`src/rtl/pend_stat_pkg.sv`:
```
package pend_stat_pkg;
  localparam int DATA_W   = 32;
  localparam int SYN_W    = 8;
  localparam int N_SRC    = 3;
  // source index doubles as the order of the bits in the word
  localparam int FIQ_IDX  = 0;
  localparam int IRQ_IDX  = 1;
  localparam int SERR_IDX = 2;
  localparam int BASE_BIT = 6;
  localparam logic [SYN_W-1:0] SYN_TRAP = 8'h03;
  localparam logic [3:0] ENC_CP  = 4'b1111;
  localparam logic [2:0] ENC_OP1 = 3'b000;
  localparam logic [3:0] ENC_CRN = 4'b1100;
  localparam logic [3:0] ENC_CRM = 4'b0001;
  localparam logic [2:0] ENC_OP2 = 3'b000;
  localparam logic [DATA_W-1:0] LIVE_MASK = DATA_W'(((1 << N_SRC) - 1) << BASE_BIT);

  typedef struct packed {
    logic rd;
    logic undef;
    logic trap_sys;
    logic trap_hyp;
  } outcome_t;
endpackage

```
`src/rtl/pend_src_sel.sv`:
```
module pend_src_sel (
  input  logic clk_i,
  input  logic rst_ni,
  input  logic phys_i,
  input  logic virt_i,
  input  logic vsel_i,
  input  logic edge_i,
  input  logic taken_i,
  output logic pend_o
);
  logic prev_q, flag_q, rise;

  assign rise = phys_i & ~prev_q;

  always_ff @(posedge clk_i or negedge rst_ni) begin
    if (!rst_ni) begin
      prev_q <= 1'b0;
      flag_q <= 1'b0;
    end else begin
      prev_q <= phys_i;
      flag_q <= rise | (flag_q & ~taken_i);  // new edge beats take
    end
  end

  assign pend_o = vsel_i ? virt_i : (edge_i ? flag_q : phys_i);


  set_wins_chk: assert property (@(posedge clk_i) disable iff (!rst_ni)
    (rise && taken_i) |=> flag_q);

  take_clears_chk: assert property (@(posedge clk_i) disable iff (!rst_ni)
    (!phys_i && taken_i) |=> !flag_q);
endmodule

```
`src/rtl/pend_access_dec.sv`:
```
module pend_access_dec
  import pend_stat_pkg::*;
(
  input  logic       req_i,
  input  logic [3:0] cp_i,
  input  logic [2:0] op1_i,
  input  logic [3:0] crn_i,
  input  logic [3:0] crm_i,
  input  logic [2:0] op2_i,
  input  logic [1:0] priv_i,
  input  logic       hyp_en_i,
  input  logic       hyp_aa32_i,
  input  logic       trap_crn12_i,
  output outcome_t   out_o
);
  logic hit, trap;

  assign hit = req_i && cp_i == ENC_CP && op1_i == ENC_OP1 && crn_i == ENC_CRN
               && crm_i == ENC_CRM && op2_i == ENC_OP2;
  assign trap = (priv_i == 2'd1) && hyp_en_i && trap_crn12_i;

  always_comb begin
    out_o = '0;
    if (hit) begin
      if (priv_i == 2'd0)  out_o.undef    = 1'b1;
      else if (!trap)      out_o.rd       = 1'b1;
      else if (hyp_aa32_i) out_o.trap_hyp = 1'b1;
      else                 out_o.trap_sys = 1'b1;
    end
  end
endmodule

```
`src/rtl/pend_stat_reg.sv`:
```
module pend_stat_reg
  import pend_stat_pkg::*;
(
  input  logic              clk_i,
  input  logic              rst_ni,
  input  logic              phys_serr_i,
  input  logic              virt_serr_i,
  input  logic              serr_vsel_i,
  input  logic              serr_edge_i,
  input  logic              serr_taken_i,
  input  logic              phys_irq_i,
  input  logic              virt_irq_i,
  input  logic              irq_vsel_i,
  input  logic              phys_fiq_i,
  input  logic              virt_fiq_i,
  input  logic              fiq_vsel_i,
  input  logic              req_i,
  input  logic [3:0]        cp_i,
  input  logic [2:0]        op1_i,
  input  logic [3:0]        crn_i,
  input  logic [3:0]        crm_i,
  input  logic [2:0]        op2_i,
  input  logic [1:0]        priv_i,
  input  logic              hyp_en_i,
  input  logic              hyp_aa32_i,
  input  logic              trap_crn12_i,
  output logic              rd_valid_o,
  output logic [DATA_W-1:0] rd_data_o,
  output logic              undef_o,
  output logic              trap_sys_o,
  output logic              trap_hyp_o,
  output logic [SYN_W-1:0]  syndrome_o
);
  logic [N_SRC-1:0] phys, virt, vsel, edge_en, taken, pend;
  outcome_t         nxt, out_q;
  logic [DATA_W-1:0] data_q;

  assign phys    = {phys_serr_i, phys_irq_i, phys_fiq_i};
  assign virt    = {virt_serr_i, virt_irq_i, virt_fiq_i};
  assign vsel    = {serr_vsel_i, irq_vsel_i, fiq_vsel_i};
  assign edge_en = {serr_edge_i, 1'b0, 1'b0};
  assign taken   = {serr_taken_i, 1'b0, 1'b0};

  for (genvar g = 0; g < N_SRC; g++) begin : g_src
    pend_src_sel u_src (
      .clk_i  (clk_i),
      .rst_ni (rst_ni),
      .phys_i (phys[g]),
      .virt_i (virt[g]),
      .vsel_i (vsel[g]),
      .edge_i (edge_en[g]),
      .taken_i(taken[g]),
      .pend_o (pend[g])
    );
  end

  pend_access_dec u_dec (
    .req_i       (req_i),
    .cp_i        (cp_i),
    .op1_i       (op1_i),
    .crn_i       (crn_i),
    .crm_i       (crm_i),
    .op2_i       (op2_i),
    .priv_i      (priv_i),
    .hyp_en_i    (hyp_en_i),
    .hyp_aa32_i  (hyp_aa32_i),
    .trap_crn12_i(trap_crn12_i),
    .out_o       (nxt)
  );

  always_ff @(posedge clk_i or negedge rst_ni) begin
    if (!rst_ni) begin
      out_q  <= '0;
      data_q <= '0;
    end else begin
      out_q  <= nxt;
      data_q <= nxt.rd ? DATA_W'(pend) << BASE_BIT : '0;
    end
  end

  assign rd_valid_o = out_q.rd;
  assign undef_o    = out_q.undef;
  assign trap_sys_o = out_q.trap_sys;
  assign trap_hyp_o = out_q.trap_hyp;
  assign rd_data_o  = data_q;
  assign syndrome_o = (out_q.trap_sys | out_q.trap_hyp) ? SYN_TRAP : '0;


  outcome_onehot_chk: assert property (@(posedge clk_i) disable iff (!rst_ni)
    $onehot0({rd_valid_o, undef_o, trap_sys_o, trap_hyp_o}));

  undef_priv_chk: assert property (@(posedge clk_i) disable iff (!rst_ni)
    undef_o |-> ($past(priv_i) == 2'd0 && rd_data_o == '0));

  trap_priv_chk: assert property (@(posedge clk_i) disable iff (!rst_ni)
    (trap_sys_o || trap_hyp_o) |-> ($past(priv_i) == 2'd1 && syndrome_o == SYN_TRAP));

  reserved_zero_chk: assert property (@(posedge clk_i) disable iff (!rst_ni)
    ((rd_data_o & ~LIVE_MASK) == '0) && (rd_valid_o || rd_data_o == '0));

  no_req_quiet_chk: assert property (@(posedge clk_i) disable iff (!rst_ni)
    !req_i |=> !(rd_valid_o || undef_o || trap_sys_o || trap_hyp_o));
endmodule

```
`config.mk`:
```
export PLATFORM = sky130hd
export DESIGN_NAME = pend_stat_reg
export DESIGN_NICKNAME = d
export VERILOG_FILES = /design/src/rtl/pend_stat_pkg.sv /design/src/rtl/pend_src_sel.sv /design/src/rtl/pend_access_dec.sv /design/src/rtl/pend_stat_reg.sv
export SDC_FILE = /design/constraint.sdc
export NUM_CORES = 1
export LEC_CHECK = 0
export BUFFER_PORTS_ARGS = -buffer_cell sky130_fd_sc_hd__buf_4
export CAP_MARGIN = 20
export CORE_MARGIN = 1
export CORE_UTILIZATION = 35
export CTS_CLUSTER_SIZE = 14
export DETAILED_ROUTE_END_ITERATION = 10
export PLACE_DENSITY = 0.9
export SLEW_MARGIN = 0
export SYNTH_ARGS = -nofsm -noshare
export SYNTH_HDL_FRONTEND = slang
export SYNTH_SLANG_ARGS = --single-unit
```
`constraint.sdc`:
```
create_clock -name clk_i -period 2.4 [get_ports clk_i]
set_input_delay 0.48 -clock clk_i [delete_from_list [all_inputs] [get_ports clk_i]]
set_output_delay 0.48 -clock clk_i [all_outputs]
set_load 0.02 [all_outputs]
```
==> results.yml <==
synthesis:
  synth.largest_area_cell: "sky130_fd_sc_hd__buf_4"
  synth.top_cell.area_share: 0.3971
  yosys-top-cells-area: "sky130_fd_sc_hd__buf_4, sky130_fd_sc_hd__dfrtp_1, sky130_fd_sc_hd__nor4_1"
  number_of_synthesized_register_bits: 9
  yosys_synthesis_warning_count: 0
  post_synth_instance_area_um2: 680.7
  synth.distinct_cells: 19
  synth_seq_area_share: 0.3309
  post_synth_inst_count: 73
  syn_avg_cell_area_um2: 9.324
grt:
  largest_net_degree_at_the_start_of_global_routing: 10
  track_usage: 0.1198
  antenna_found_initial: 0
  grt_overflow_total: 0
  grt_pass1_vias: 468
  grt_pass1_wl_um: 1766
cells_and_area:
  layout.nets: 157
  share_of_layout_cells_above_drive_strength_1: 0.4202
  flow.area_growth_from_synthesis_pct: 36.40
  mostFrequentLayoutCell: "sky130_fd_sc_hd__buf_4"
  layout_common_cells: "sky130_fd_sc_hd__buf_4, sky130_fd_sc_hd__conb_1, sky130_fd_sc_hd__dfrtp_1"
  num_antenna_cells: 0
die:
  placementRows: 15
  die_h_um: 46.10
  die-area_mm2: 0.002125
  coreArea_mm2: 0.001783
  floorplan.initialDensity: 0.3818
  top_level_ports: 81
  chip_width_um: 46.10
critical_path:
  endpoint: "syndrome_o[0]"
  worst-path-max-fanout: 2
  reg_to_reg_endpoint: "rd_data_o[8]$_DFF_PN0_"
  worst-r2r-setup-slack_ns: 1.54
  worstRegToRegCells: 3
  crit-reg2reg-launch: "g_src[2].u_src.flag_q$_DFF_PN0_"
  timing_worst_setup_path_type: "flip-flop to output pin"
  critical_path.endpoint_type: "output pin"
  worst-endpoint-arrival_ns: 1.09
  required_ns: 1.92
  crit_start: "trap_hyp_o$_DFF_PN0_"
  critical_path.startpoint_type: "flip-flop"
timing:
  fmax_mhz: 638.2
  setup_slack_ns: 0.8330
  final_hold_vio_count: 0
  fin_setup_tns_ns: 0
  slew_viol_final: 0
  min_period_ns: 1.567
  finalCritPeriodShare: 0.6529
  worst_clock_skew_ns: 0.0001571
  finalSetupViolations: 0
  rsz0062_at_grt: "false"
clock_tree:
  path_clk_slew_ns: 0.06
  cts_tree: "yes"
  postCtsSetupRepairBufs: 0
  cts_inserted_buffers: 3
  cts_root_buffer: "sky130_fd_sc_hd__clkbuf_4"
  worstSkewPairLatency_ns: 0.25
  clockBufferDepth: 2
  clock_sink_count: 9
  htree_num_levels: 1
  hold_buffers_post_cts: 0
  post_cts_resized: 0
power_and_ir_drop:
  p_clk_frac: 0.298
  switching_power_mw: 0.1156
  p_leak_nw: 0.5289
  peakVddDrop_mv: 0.1426
  power_frac_comb: 0.291
  internal-power_mw: 0.2616
  share_of_total_power_consumed_by_net_switching: 0.3065
  p_seq_frac: 0.411
  p_per_area_mw_per_mm2: 406.3
routing:
  num_vias: 567
  remaining_drc_errors: 0
  drtPass1Iterations: 2
  detail_route.wirelength_um: 1228
  routed_wire_length_per_instance_um: 8.528
  drt_first_iter_violations: 3
  viasPerCell: 3.938
  post_drt_antenna_nets: 0
status:
  run_status: "finished clean"
place:
  pre_cts_slack_ns: 0.6757
  port_buffers: 45
  place.gp.congestion: 0.7238
  place_hpwl_um: 1103
min_path:
  hold_class: "primary input to asynchronous set/reset pin"
job:
  drv_cap: 0
flip-flops by register name, summed over array words and instances (netlist names):
name / flops
rd_data_o: 3
g_src.u_src.flag_q: 1
g_src.u_src.prev_q: 1
rd_valid_o: 1
trap_hyp_o: 1
trap_sys_o: 1
undef_o: 1
logic make-up after synthesis:
| logic type | count (synthesis) | share of synthesized area |
|---|---|---|
| flip-flops | 9 | 0.3309 |
| AO/OA/AOI/OAI | 3 | 0.02389 |
| AND/OR/NAND/NOR | 17 | 0.1746 |
| other | 1 | 0.005509 |
| multiplexers | 3 | 0.04412 |
| buffers and inverters | 40 | 0.4209 |
cell usage after synthesis, drive strengths merged:
cell,number
buf,37
nand2,2
nor4,6
or4,1
dfrtp,9
o22ai,1
and4,1
inv,3
nand4b,2
nor4b,2
mux2i,3
o21ai,1
nor3,1
conb,1
nand3,1
or2,1
a21oi,1
layer usage:
metal | GRT usage | share of wire | vias up
li1 | - | - | 268
met1 | 0.1019 | 0.31 | 254
met2 | 0.2451 | 0.56 | 41
met3 | 0.01176 | 0.11 | 4
met4 | 0.08824 | 0.023 | 0
met5 | 0 | 0 | -
power groups by stage:
stage          combinational, mW  clock, mW  sequential (mW)
2_1_floorplan              0.102          0            0.158
3_3_place_gp               0.107          0            0.158
3_5_place_dp               0.110          0            0.158
4_1_cts                    0.110      0.114            0.155
5_1_grt                    0.120      0.120            0.155
6_report                   0.110      0.112            0.155
area by class of cell:
class / instances / area, µm²
repair buffers: 45 / 337.8
clock buffers: 4 / 26.28
inverters: 3 / 11.26
fillers: 171 / 854.6
multi-input cells: 58 / 296.5
flip-flops and latches: 9 / 225.2
well taps: 25 / 31.28
worst max-delay path: stages (launching register included):
cell and delay [ns]:
sky130_fd_sc_hd__dfrtp_1 0.37, sky130_fd_sc_hd__or2_2 0.30, sky130_fd_sc_hd__buf_4 0.16
how the worst min path moves through the flow:
stage / cells past startpoint / slack, ns / end
after floorplan: 0 / 0.18 / g_src[2].u_src.flag_q$_DFF_PN0_
after global placement: 1 / 0.30 / rd_data_o[8]$_DFF_PN0_
after detailed placement: 1 / 0.30 / rd_data_o[7]$_DFF_PN0_
after CTS: 1 / 0.03 / rd_data_o[8]$_DFF_PN0_
after global routing: 1 / 0.03 / rd_data_o[8]$_DFF_PN0_
final: 1 / 0.03 / rd_data_o[7]$_DFF_PN0_
metrics by stage:
step | cells | area [µm²] | hold WS, ns | power (mW) | util
2_1_floorplan | 107 | 808.3 | 0.1844 | 0.2600 | -
5_1_grt | 144 | 928.4 | 0.03336 | 0.3945 | 0.5207
4_1_cts | 144 | 928.4 | 0.02864 | 0.3790 | 0.5207
3_3_place_gp | 140 | 902.1 | 0.3023 | 0.2651 | 0.5060
6_report | 144 | 928.4 | 0.02888 | 0.3772 | 0.5207
3_5_place_dp | 140 | 902.1 | 0.3039 | 0.2673 | 0.5060
Power figures use the tool's default switching activity.
